### src/rtl/alb_pkg.sv
`timescale 1ns/1ps
package alb_pkg;
  // synchroniser depth for the asynchronous bus controls
  localparam int SYNC_STAGES = 2;
  // bit positions inside the synchronised control vector
  localparam int CTL_SELN = 3;
  localparam int CTL_SEL  = 2;
  localparam int CTL_WR   = 1;
  localparam int CTL_RD   = 0;
  localparam int CTL_W    = 4;

  typedef enum logic {
    SH_IDLE  = 1'b0,
    SH_SHIFT = 1'b1
  } sh_state_e;
endpackage

### src/rtl/alb_sync.sv
`timescale 1ns/1ps
module alb_sync #(
  parameter int          W       = 4,
  parameter int          STAGES  = 2,
  parameter logic [W-1:0] RST_VAL = '0
) (
  input  logic         clk,
  input  logic         rst,
  input  logic [W-1:0] d_i,
  output logic [W-1:0] q_o
);
  logic [W-1:0] pipe [STAGES];

  always_ff @(posedge clk) begin
    if (rst) pipe[0] <= RST_VAL;
    else     pipe[0] <= d_i;
  end

  for (genvar s = 1; s < STAGES; s++) begin : g_stage
    always_ff @(posedge clk) begin
      if (rst) pipe[s] <= RST_VAL;
      else     pipe[s] <= pipe[s-1];
    end
  end

  assign q_o = pipe[STAGES-1];
endmodule

### src/rtl/alb_shifter.sv
`timescale 1ns/1ps
module alb_shifter
  import alb_pkg::*;
#(
  parameter int DW = 8
) (
  input  logic          clk,
  input  logic          rst,
  input  logic          load_i,
  input  logic [DW-1:0] data_i,
  output logic          busy_o,
  output logic          bit_o
);
  localparam int CNT_W = (DW > 1) ? $clog2(DW) : 1;
  localparam logic [CNT_W-1:0] LAST = CNT_W'(DW - 1);

  sh_state_e        state;
  logic [DW-1:0]    shreg;
  logic [CNT_W-1:0] cnt;

  always_ff @(posedge clk) begin
    if (rst) begin
      state <= SH_IDLE;
      shreg <= '0;
      cnt   <= '0;
    end else begin
      case (state)
        SH_IDLE: begin
          // loads only when idle: a write during shifting is dropped
          if (load_i) begin
            shreg <= data_i;
            cnt   <= '0;
            state <= SH_SHIFT;
          end
        end
        SH_SHIFT: begin
          shreg <= shreg << 1;
          if (cnt == LAST) begin
            state <= SH_IDLE;
            cnt   <= '0;
          end else begin
            cnt <= cnt + 1'b1;
          end
        end
        default: state <= SH_IDLE;
      endcase
    end
  end

  assign busy_o = (state == SH_SHIFT);
  assign bit_o  = shreg[DW-1];
endmodule

### src/rtl/alb_status.sv
`timescale 1ns/1ps
module alb_status #(
  parameter int DW = 8
) (
  input  logic          clk,
  input  logic          rst,
  input  logic          rd_act_i,
  input  logic          busy_i,
  output logic          oe_o,
  output logic [DW-1:0] q_o
);
  always_ff @(posedge clk) begin
    if (rst) begin
      oe_o <= 1'b0;
      q_o  <= '1;
    end else begin
      oe_o <= rd_act_i;
      q_o  <= {~busy_i, {(DW-1){1'b1}}};
    end
  end
endmodule

### src/rtl/async_byte_loader.sv
`timescale 1ns/1ps
module async_byte_loader
  import alb_pkg::*;
#(
  parameter int DW = 8
) (
  input  logic          clk,
  input  logic          rst,
  input  logic          cs_n_i,
  input  logic          cs_i,
  input  logic          wr_n_i,
  input  logic          rd_n_i,
  input  logic [DW-1:0] bus_i,
  output logic [DW-1:0] bus_o,
  output logic          bus_oe_o,
  output logic          ser_data_o,
  output logic          ser_valid_o
);
  logic [CTL_W-1:0] ctl_raw;
  logic [CTL_W-1:0] ctl_s;
  logic             sel;
  logic             wr_act;
  logic             rd_act;
  logic             wr_prev;
  logic             load;
  logic             busy;

  // all controls converted to active-high before synchronising
  always_comb begin
    ctl_raw           = '0;
    ctl_raw[CTL_SELN] = ~cs_n_i;
    ctl_raw[CTL_SEL]  = cs_i;
    ctl_raw[CTL_WR]   = ~wr_n_i;
    ctl_raw[CTL_RD]   = ~rd_n_i;
  end

  alb_sync #(
    .W      (CTL_W),
    .STAGES (SYNC_STAGES),
    .RST_VAL('0)
  ) u_sync (
    .clk (clk),
    .rst (rst),
    .d_i (ctl_raw),
    .q_o (ctl_s)
  );

  assign sel    = ctl_s[CTL_SELN] & ctl_s[CTL_SEL];
  assign wr_act = sel & ctl_s[CTL_WR];
  // write has priority: a concurrent write suppresses the status drive
  assign rd_act = sel & ctl_s[CTL_RD] & ~ctl_s[CTL_WR];

  always_ff @(posedge clk) begin
    if (rst) wr_prev <= 1'b0;
    else     wr_prev <= wr_act;
  end

  assign load = wr_act & ~wr_prev;

  alb_shifter #(.DW(DW)) u_shift (
    .clk    (clk),
    .rst    (rst),
    .load_i (load),
    .data_i (bus_i),
    .busy_o (busy),
    .bit_o  (ser_data_o)
  );

  alb_status #(.DW(DW)) u_stat (
    .clk      (clk),
    .rst      (rst),
    .rd_act_i (rd_act),
    .busy_i   (busy),
    .oe_o     (bus_oe_o),
    .q_o      (bus_o)
  );

  assign ser_valid_o = busy;
endmodule

### config.mk
export PLATFORM = sky130hd
export DESIGN_NAME = async_byte_loader
export DESIGN_NICKNAME = d
export VERILOG_FILES = /design/src/rtl/alb_pkg.sv /design/src/rtl/alb_sync.sv /design/src/rtl/alb_shifter.sv /design/src/rtl/alb_status.sv /design/src/rtl/async_byte_loader.sv
export SDC_FILE = /design/constraint.sdc
export NUM_CORES = 1
export LEC_CHECK = 0
export BUFFER_PORTS_ARGS = -buffer_cell sky130_fd_sc_hd__buf_2
export CORE_UTILIZATION = 53
export DETAILED_ROUTE_END_ITERATION = 10
export GPL_TIMING_DRIVEN = 0
export PLACE_DENSITY = 0.76
export SYNTH_ARGS = -nofsm -noshare
export SYNTH_HDL_FRONTEND = slang
export SYNTH_HIERARCHICAL = 1
export SYNTH_SLANG_ARGS = --single-unit
### constraint.sdc
create_clock -name clk -period 2.9 [get_ports clk]
set_input_delay 0.435 -clock clk [delete_from_list [all_inputs] [get_ports clk]]
set_output_delay 0.435 -clock clk [all_outputs]
set_load 0.1 [all_outputs]
==> Yosys cells after proc, flatten, opt, wreduce, memory -nomap -nowiden <==
Memory sizes are Yosys's and may differ from the RTL's.
Index checks and enable logic that the tools add are counted.
{ "op_classes": {"add_sub_neg": 1, "eq_ne": 2, "muxes": 13, "n_bitwise": 13} }
{ "ops": {"columns": ["op", "count"], "rows": [
  ["$pmux W8 S2", 1],
  ["$mux W4", 2],
  ["$mux W8", 1],
  ["$mux W3", 2],
  ["$not A1 Y1", 6],
  ["$pmux W3 S2", 1],
  ["$and A1 B1 Y1", 5],
  ["$mux W1", 5],
  ["$add A3 B1 Y3 const B", 1],
  ["$eq A3 B3 Y1 const B", 1],
  ["$ne A2 B2 Y1 const B", 1],
  ["$or A1 B1 Y1", 2],
  ["$pmux W1 S2", 1]
]} }
{ "word_totals": {"reg_bits": 22, "mem_bits_rw": 8, "inputBits": 14, "mem_count": 1} }
{ "memory_table": {"columns": ["name", "words", "width", "rd", "rd_clocked_by_memory_dff", "write_ports", "line_no", "text"], "rows": [
  ["u_sync.pipe", 2, 4, 2, 0, 2, "alb_sync.sv:12", "logic [W-1:0] pipe [STAGES];"]
]} }

==> Depth between registers and ports, before layout <==
Gate-level depths: netlist of the first run.
{ "depth": {"ltp_word": 5, "depth_mapped": 4} }

==> By module <==
The synthesis of the first run kept the hierarchy.
{ "by_module_without_submodules": {"columns": ["mod", "instances", "cells_per_inst", "area_per_inst_um2", "seq_area_each_um2"], "rows": [
  ["alb_shifter", 1, 52, 545.5, 240.2],
  ["alb_sync", 1, 16, 210.2, 160.2],
  ["alb_status", 1, 12, 108.9, 40.0],
  ["async_byte_loader", 1, 7, 61.3, 20.0]
]} }

==> Worst setup path before layout of the first run <==
Ideal clock, no wire load.
{ "synth_timing": {"path_kind": "reg2reg", "startpoint": "register u_shift.state (netlist: u_shift/busy_o)", "endpoint": "register u_shift.shreg[7]", "arrival_ns": 1.582, "t_required_ns": 2.814, "slack_ns": 1.232, "path_stages_with_launch": 4, "path_buffers": 1, "cell_sequence": "dfxtp_1 -> buf_4 -> inv_1 -> a211oi_1"} }
{ "synth_between": {"elab_chain_cells": 2} }
{ "synth_lines": {"columns": ["item", "line_no", "text"], "rows": [
  ["start: declaration", "alb_shifter.sv:17", "sh_state_e state;"],
  ["start signal: assignment", "alb_shifter.sv:23", "state <= SH_IDLE;"],
  ["start signal: assignment", "alb_shifter.sv:33", "state <= SH_SHIFT;"],
  ["start signal: assignment", "alb_shifter.sv:39", "state <= SH_IDLE;"],
  ["$not A1 Y1", "alb_shifter.sv:27", "case (state)"],
  ["$pmux W8 S2 or $ne A2 B2 Y1 (tied branches)", null, null],
  ["end signal: assignment", "alb_shifter.sv:31", "shreg <= data_i;"],
  ["end signal: assignment", "alb_shifter.sv:37", "shreg <= shreg << 1;"],
  ["end: declaration", "alb_shifter.sv:18", "logic [DW-1:0] shreg;"]
]} }
Several ways; a longest one is shown, not always the timed one.
A chain may end at the register's enable or synchronous reset.

==> Worst setup path in the final report of the first run <==
{ "layout_timing": {"startpoint": "register u_shift.state (netlist: u_shift/busy_o)", "endpoint": "output port ser_valid_o"} }
{ "layout_lines": {"columns": ["item", "line_no", "text"], "rows": [
  ["end: declaration", "async_byte_loader.sv:17", "output logic ser_valid_o"]
]} }
No word-level cell between the ends.

==> out/results.txt, run 1 <==
Traced cell by cell, the critical path runs through buf_2. The number of global-route vias before repair is 534, and the total of hold buffers inserted after clock tree synthesis is 0. Summed over all failing endpoints, the final setup total negative slack is 0 ns.

For the worst-skew pair, the clock arrives at the later sink with an insertion delay of 0.31 ns. The run gives 0.127 as the power share of the combinational group. The per-cell via count in the routed design came out at 4.88.

Among cell families on the critical path, the largest total delay comes from flip-flops. The share of synthesized flip-flops with an asynchronous set or reset is 0. The tools report the kind of end point of the critical path as a primary output. Layout net count: 131. Data arrival time of the critical path: 1.28 ns.

The height of the chip is 43.8 µm. For the final hold slack, the log shows 0.328 ns. Setup repair after global routing left no endpoint under its margin. The synthesized netlist occupies a cell area of 926 µm².

The areal power density over the cells came out at 494 nW/µm². The analysis attributes to cell leakage a power of 0.468 nW. The worst hold path class was primary input to register.

The routed design has 1400 µm of wire. The most used flip-flop cell after synthesis is sky130_fd_sc_hd__dfxtp_1. The number of warnings printed during yosys synthesis is 6, and the sum of overflow across all layers after global routing is 0. The run gives 2 as the number of DRC markers after the initial detailed-route iteration. The internal portion of the total power is 0.000391 W. The tools report the clock root buffer as sky130_fd_sc_hd__clkbuf_4. The checks that failed: design-rule violations. The start point of the critical path is u_shift/busy_o. Across all setup checks in the final design, the least slack found is 1.18 ns.

Synthesis produced 87 cells. The endpoint of the worst hold path was u_sync/pipe[0][2]. Depth of the worst register-to-register path: 4. In the final routed layout, each cell accounts on average for 10.8 µm. The antenna violation net count after detailed routing was 0; the total number of clock tree sinks was 23.

Post-detailed-placement half-perimeter wirelength: 1040 µm. Share of cells above drive strength 1: 0.272. The logs give 0 for the max-slew violation total from the final report and 0.604 for the share of total power in sequential cells. The number of flops mapped to enable cells by yosys came out at 0. The critical-path cell with the highest stage delay is sky130_fd_sc_hd__dfxtp_1. The initial antenna violation count came out at 0. In the post-synthesis netlist, the cell with the most instances is sky130_fd_sc_hd__dfxtp_1. The count of pins on the block boundary was 25. The smallest clock period supported by the final layout is computed as 1.72 ns.

At the placement stage, the worst setup path has a slack of 1.53 ns. Hold path startpoint: cs_i. The average footprint of a synthesized cell is 10.6 µm², and the delay contributed by the slowest stage of the critical path is 0.50 ns. The tools report the share of power burned in the clock network as 0.269. Along the worst path, the maximum fanout reaches 10. Number of filler instances in the final layout: 139. The worst hold path depth is 2. The first global-routing pass estimated 2330 µm of wire. The CTS H-tree depth is 1, and the count of buffer and inverter cells on the critical path is 1.

Across all register-to-register paths, the minimum setup slack is 1.63 ns. The overall track demand over capacity in global routing was 0.165; the part of the cycle the worst path needs was 0.593. The commonest cells after synthesis are 23 x sky130_fd_sc_hd__dfxtp_1, 16 x sky130_fd_sc_hd__nor2b_1, 8 x sky130_fd_sc_hd__a211oi_1, 8 x sky130_fd_sc_hd__buf_4, 8 x sky130_fd_sc_hd__mux2i_1. The post-synthesis cell type count was 18; the via count was 634. Final-report setup violation count: 0. Post-CTS timing repair inserted 0 buffers for setup. For the number of resized instances in the post-cts repair step, the log shows 0. In this run the power spent charging and discharging nets is 0.000144 W. TritonCTS built the clock tree.

The share of the core filled with cells came out at 0.687. The die covers 1920 µm². For this run, the top clock speed supported by timing is 582 MHz. The count of endpoints failing hold in the final timing report was 0; the share of Yosys cell area claimed by the top area cell type was 0.497. The chip width came out at 43.8 µm.

The startpoint kind of the worst setup timing path was a register. Before antenna repair, the detailed router went through 6 iterations. The run gives 0.587 as the starting utilization of the core area. Clock-pin slew was measured on the worst setup and hold paths at 0.12 ns. The tool flagged a number of max-cap violations equal to 0. The worst setup path is of the register to primary output kind. The count of buffers added on input and output ports is 17. The worst register-to-register path begins at u_sync/pipe[1][1].

Data required time of the worst path: 2.47 ns. Entering global routing, the biggest net connects 15 pins. Between clock sinks in the finished design, the worst skew comes to 0.00907 ns. By area the synthesized netlist is led by sky130_fd_sc_hd__dfxtp_1 50%, sky130_fd_sc_hd__nor2b_1 11%, sky130_fd_sc_hd__mux2i_1 8.6%, sky130_fd_sc_hd__a211oi_1 6.5%, sky130_fd_sc_hd__buf_4 6.5%. The final weighted congestion of routability-driven global placement is 0.739.

The flow ran to the end, but the final reports show violations. Across the VDD grid, the largest voltage drop is 0.448 mV. The post-synthesis sequential area ratio was 0.497; the buffer depth of the longest clock path was 2. CTS buffer count: 3. The placeable core area was 1580 µm². The flip-flop and latch count after synthesis works out to 23. Most area-hungry cell type in the Yosys netlist: sky130_fd_sc_hd__dfxtp_1.

In this run the critical register-to-register path is captured at u_shift/cnt[0]. Relative to the synthesized area, the layout overhead comes to 17.0%. The number of antenna diodes in the final layout is 0.

The tools report the total number of placement rows as 14. The residual DRC count was 1; the switching portion of total power was 0.268.
cell families (layout without fill, tap and decap cells):
kind of cell / count (synthesis) / count (layout) / share of synthesized area
mux: 8 / 8 / 0.0865
fa+ha+maj: 2 / 2 / 0.0270
buf+inv: 14 / 35 / 0.0973
compound gates: 11 / 11 / 0.0851
other cells: 1 / 7 / 0.00405
simple gates: 28 / 28 / 0.203
flops: 23 / 23 / 0.497
state kept, by name, summed over array words and instances (netlist names):
signal / flops
u_shift/busy_o: 1
u_sync/pipe: 8
u_stat/q_o: 1
wr_prev: 1
u_shift/cnt: 3
u_shift/shreg: 8
u_stat/oe_o: 1
cell type report:
cell class | count | area, µm² | share of cell area
sequential | 23 | 460 | 0.425
multi-input combinational | 56 | 398 | 0.367
timing repair buffer | 17 | 85.1 | 0.0785
buffer | 10 | 75.1 | 0.0693
clock buffer | 3 | 22.5 | 0.0208
tap | 16 | 20.0 | 0.0185
inverter | 4 | 15.0 | 0.0139
clock inverter | 1 | 7.51 | 0.00693
worst max path at each step:
stage / endpoint / cells past startpoint
finish: ser_valid_o / 1
global route: ser_valid_o / 1
CTS: ser_valid_o / 1
detailed placement: ser_valid_o / 1
global placement: ser_valid_o / 1
floorplan: u_shift/shreg[7] / 3
metrics by stage:
step | cell area (µm²) | std cells | power (W)
after floorplan | 948 | 93 | 0.000385
after global placement | 1050 | 126 | 0.000397
after detailed placement | 1050 | 126 | 0.000398
after CTS | 1080 | 130 | 0.000542
after global routing | 1080 | 130 | 0.000564
final | 1080 | 130 | 0.000535
layer usage:
metal  up-vias  wire length, µm  global-route usage  share of wire
met5         -                0                   0              0
met4         0                0                   0              0
met3         0               62              0.0625          0.044
met2        18              626               0.260           0.45
met1       279              709               0.231           0.51
li1        337                -                   -              -
power by group through the flow:
stage	Clock (W)	Combinational, W	Sequential, W
floorplan	0	0.0000543	0.000331
global placement	0	0.0000667	0.000330
detailed placement	0	0.0000674	0.000330
CTS	0.000151	0.0000675	0.000323
global route	0.000169	0.0000711	0.000324
finish	0.000144	0.0000678	0.000323
layout by cell type (no fill, tap or decap), drive strengths merged:
| cell type | count |
|---|---|
| mux2i | 8 |
| nor3 | 1 |
| or3b | 4 |
| and4b | 3 |
| nor2 | 1 |
| nand2 | 2 |
| nor2b | 16 |
| ha | 2 |
| dfxtp | 23 |
| nand2b | 1 |
| buf | 26 |
| a211oi | 8 |
| clkbuf | 4 |
| inv | 4 |
| clkinvlp | 1 |
| conb | 7 |
| a21oi | 3 |
Note: power is estimated with default switching activity, not from simulation.
==> run 2: changes to the inputs <==
--- a/config.mk
+++ b/config.mk
@@ -5,11 +5,12 @@
 export SDC_FILE = /design/constraint.sdc
 export NUM_CORES = 1
 export LEC_CHECK = 0
+export ABC_AREA = 1
 export BUFFER_PORTS_ARGS = -buffer_cell sky130_fd_sc_hd__buf_2
-export CORE_UTILIZATION = 53
+export CORE_UTILIZATION = 50
 export DETAILED_ROUTE_END_ITERATION = 10
 export GPL_TIMING_DRIVEN = 0
-export PLACE_DENSITY = 0.76
+export PLACE_DENSITY = 0.72
 export SYNTH_ARGS = -nofsm -noshare
 export SYNTH_HDL_FRONTEND = slang
 export SYNTH_HIERARCHICAL = 1
==> constraint.sdc (replaced) <==
create_clock -name clk -period 1.7 [get_ports clk]
set_input_delay 0.255 -clock clk [delete_from_list [all_inputs] [get_ports clk]]
set_output_delay 0.255 -clock clk [all_outputs]
set_load 0.1 [all_outputs]
==> run 2 against run 1 <==
Net effect:
- synthesized cell count rose by 46%
- final area rose by 4.3%
- critical path type unchanged
- sequential share of layout area fell by 1.7 points
- flip-flop and latch count did not move
- cell count rose by 38%
- critical path depth did not move
- sequential power rose by 71%
- first-iteration DRC count rose to 8.0 times the previous value
- wire length rose by 4.9%
- the run now ends clean
- power rose by 71%
- clock-buffer cell count did not move
==> out/results.txt, run 2 <==
The buffer depth of the longest clock path was 2 (unchanged); the overall track demand over capacity in global routing was 0.155 (-0.0102). Count of TritonRoute iterations in the first routing pass: 5 (-1). For the total number of clock tree sinks, the log shows 23 (unchanged).

Most area-hungry cell type in the Yosys netlist: sky130_fd_sc_hd__dfxtp_1. After synthesis, the most frequently instantiated cells are 28 x sky130_fd_sc_hd__nand2_1, 23 x sky130_fd_sc_hd__dfxtp_1, 23 x sky130_fd_sc_hd__inv_1, 17 x sky130_fd_sc_hd__nand3_1, 13 x sky130_fd_sc_hd__nor2_1. The tools report the layout net count as 171 (+31%). The library cells used most frequently in the layout, excluding fill and tap cells, are 28 x sky130_fd_sc_hd__nand2_1, 23 x sky130_fd_sc_hd__inv_1, 23 x sky130_fd_sc_hd__dfxtp_1, 17 x sky130_fd_sc_hd__nand3_1, 17 x sky130_fd_sc_hd__buf_2. The share of Yosys cell area claimed by the top area cell type was 0.478 (-0.0194).

The residual DRC count was 0 (-1); the per-cell via count in the routed design was 4.31 (-12%). The run finished with clean final reports. After layout, the minimum clock period comes to 1.56 ns. The post-CTS setup buffer count is 0 (unchanged). Number of flops mapped to enable cells by yosys: 0 (unchanged). The chip width was 45.9 µm (+4.8%). For the synthesized instance count, the log shows 127 (+46%).

The data required time of the worst path was 1.44 ns (-1.03 ns). Ranked by total cell area, the synthesized netlist is headed by sky130_fd_sc_hd__dfxtp_1 48%, sky130_fd_sc_hd__nand2_1 11%, sky130_fd_sc_hd__inv_1 9.0%, sky130_fd_sc_hd__nand3_1 8.8%, sky130_fd_sc_hd__buf_4 5.5%. The number of filler instances in the final layout was 179 (+29%). The post-detailed-placement half-perimeter wirelength was 1080 µm (+3.9%).

The largest driver fanout on the critical path was 6 (-4); the final weighted congestion of routability-driven global placement was 0.700 (-5.3%). The total number of placement rows was 15 (+1). The tightest min-delay check is of the primary input to register type. In the post-synthesis netlist, the cell with the most instances is sky130_fd_sc_hd__nand2_1.

The sum of overflow across all layers after global routing was 0 (unchanged). The delay contributed by the slowest stage of the critical path is 0.51 ns (about the same), and the count of endpoints failing hold in the final timing report is 0 (unchanged). The largest net degree at the start of global routing was 14 (-1). The logs give 0.492 mV (+9.8%) for the worst-case vdd ir drop and 0.546 (-0.0412) for the starting utilization of the core area.

The worst-case clock skew is 0.00392 ns (-0.00515 ns), and the CTS buffer count is 3 (unchanged). The run gives 0.30 ns (about the same) as the worst-skew pair later-pin latency. The clock root buffer was sky130_fd_sc_hd__clkbuf_4.

The max-slew violation total from the final report was 0 (unchanged). The worst setup path is launched from a register. The height of the chip is 45.9 µm (+4.8%), and the part of the cycle the worst path needs is 0.920.

The final wirelength came out at 1470 µm (+4.9%). The total of hold buffers inserted after clock tree synthesis was 0 (unchanged). The flip-flop and latch count after synthesis was 23 (unchanged). The logs give 1.31 ns (+0.03 ns) for the data arrival time of the critical path and 0.000913 W (+71%) for the power consumption.

The number of buffers added on ports is 17 (unchanged), and the maximum clock frequency is 640 MHz. For the via count, the log shows 771 (+22%). The area of the die is 2110 µm² (+9.8%). STA classifies the critical path endpoint as a primary output.

For the count of pins on the block boundary, the log shows 25 (unchanged). The critical path goes through buf_2. The critical-path cell with the highest stage delay was sky130_fd_sc_hd__dfxtp_1. Among cell families on the critical path, the largest total delay comes from flip-flops. The CTS H-tree depth is 1 (unchanged), and the layout overhead on the synthesized area is 17.3%. The number of global-route vias before repair was 636 (+19%). The diode insertion count for antenna repair was 0 (unchanged); the average routed wire per standard cell was 8.19 µm (-24%). The standby leakage power came out at 0.606 nW (+29%). The tools report the area occupied by multi-input gates as 338 µm² (-15%).

The most used flip-flop cell after synthesis is sky130_fd_sc_hd__dfxtp_1. The run gives 0 ns (unchanged) as the sum of negative setup slack. The count of buffer and inverter cells on the critical path is 1 (unchanged), and the first-pass GRT wire length is 2360 µm (+1.2%).

The post-synthesis sequential area ratio was 0.478 (-0.0194). The final-report setup violation count is 0 (unchanged). TritonCTS built the clock tree. The critical path class was register to primary output. The reported max-cap violation count was 0 (unchanged); the share of synthesized flip-flops with an asynchronous set or reset was 0 (unchanged). Setup repair after global routing left no endpoint under its margin.

The run gives 14 (-4) as the post-synthesis cell type count. The initial antenna violation count is 0 (unchanged). The clock-pin slew on the worst setup and hold paths was 0.12 ns (about the same).

The placeable core area is 1760 µm² (+12%). For the number of warnings printed during yosys synthesis, the log shows 6 (unchanged). The tools report the number of DRC markers after the initial detailed-route iteration as 16 (+14).

The register area is 460 µm² (unchanged). The combined area of all synthesized cells was 963 µm² (+4.1%). Areal power density over the cells: 808 nW/µm² (+64%).

The number of resized instances in the post-cts repair step is 0 (unchanged). The antenna violation net count after detailed routing was 0 (unchanged); the average footprint of a synthesized cell was 7.59 µm² (-29%). The share of cells above drive strength 1 is 0.227 (-0.0447). The most frequent standard cell in the layout excluding fill and tap cells was sky130_fd_sc_hd__nand2_1. The largest registers in the layout are u_shift/shreg x8, u_sync/pipe x8, u_shift/cnt x3.
==> run 2: cell count changes after synthesis, sizes merged, moves of 2 or more <==
cell | previous run | this run
nor2b | 16 | 0
nand2 | 2 | 29
mux2i | 8 | 0
buf | 9 | 11
a21oi | 3 | 5
inv | 4 | 24
nor2 | 1 | 14
nand3 | 0 | 17
or3b | 4 | 0
and4b | 3 | 0
a211oi | 8 | 0
==> run 2: final timing paths <==
| path | startpoint | end | slack, ns | depth (start not counted) |
|---|---|---|---|---|
| setup reg to reg | u_sync/pipe[1][2] | u_shift/shreg[1] | 0.49 | 9 |
| hold / removal | cs_i | u_sync/pipe[0][2] | 0.13 | 3 |
| hold reg to reg | u_sync/pipe[0][0] | u_sync/pipe[1][0] | 0.41 | 2 |
| setup / recovery | u_shift/busy_o | ser_valid_o | 0.14 | 1 |
==> run 2: kinds of logic after synthesis <==
logic type / synth area share
buffers and inverters: 0.195
adder cells (fa/ha/maj): 0.0260
flip-flops: 0.478
AO/OA/AOI/OAI: 0.0312
other: 0.00389
AND/OR/NAND/NOR: 0.266
==> run 2: where the power goes <==
group          internal [W]  switching, W
combinational     0.0000290     0.0000885
sequential         0.000548    0.00000288
clock             0.0000878      0.000156
total              0.000665      0.000248
==> run 2: final cells by class <==
cell class / count / area share
buffer: 11 / 0.0864
clock buffer: 3 / 0.0199
clock inverter: 1 / 0.00443
inverter: 24 / 0.0797
multi-input combinational: 75 / 0.299
sequential: 23 / 0.408
tap: 25 / 0.0277
timing repair buffer: 17 / 0.0753
==> run 2: metrics by stage <==
step / area (µm²) / util / worst slack, ns / hold slack [ns] / cells
finish: 1130 / 0.640 / 0.136 / 0.133 / 179
CTS: 1130 / 0.640 / 0.124 / 0.127 / 179
global placement: 1100 / 0.625 / 0.490 / 0.390 / 175
global route: 1130 / 0.640 / 0.0489 / 0.130 / 179
floorplan: 986 / - / 0.0753 / 0.324 / 133
detailed placement: 1100 / 0.625 / 0.483 / 0.397 / 175
==> run 2: per-layer routing <==
layer  track usage  vias up  routed length, µm
met2         0.265       21                699
met5             0        -                  0
li1              -      419                  -
met4        0.0882        0                 13
met1         0.181      329                686
met3        0.0238        2                 66
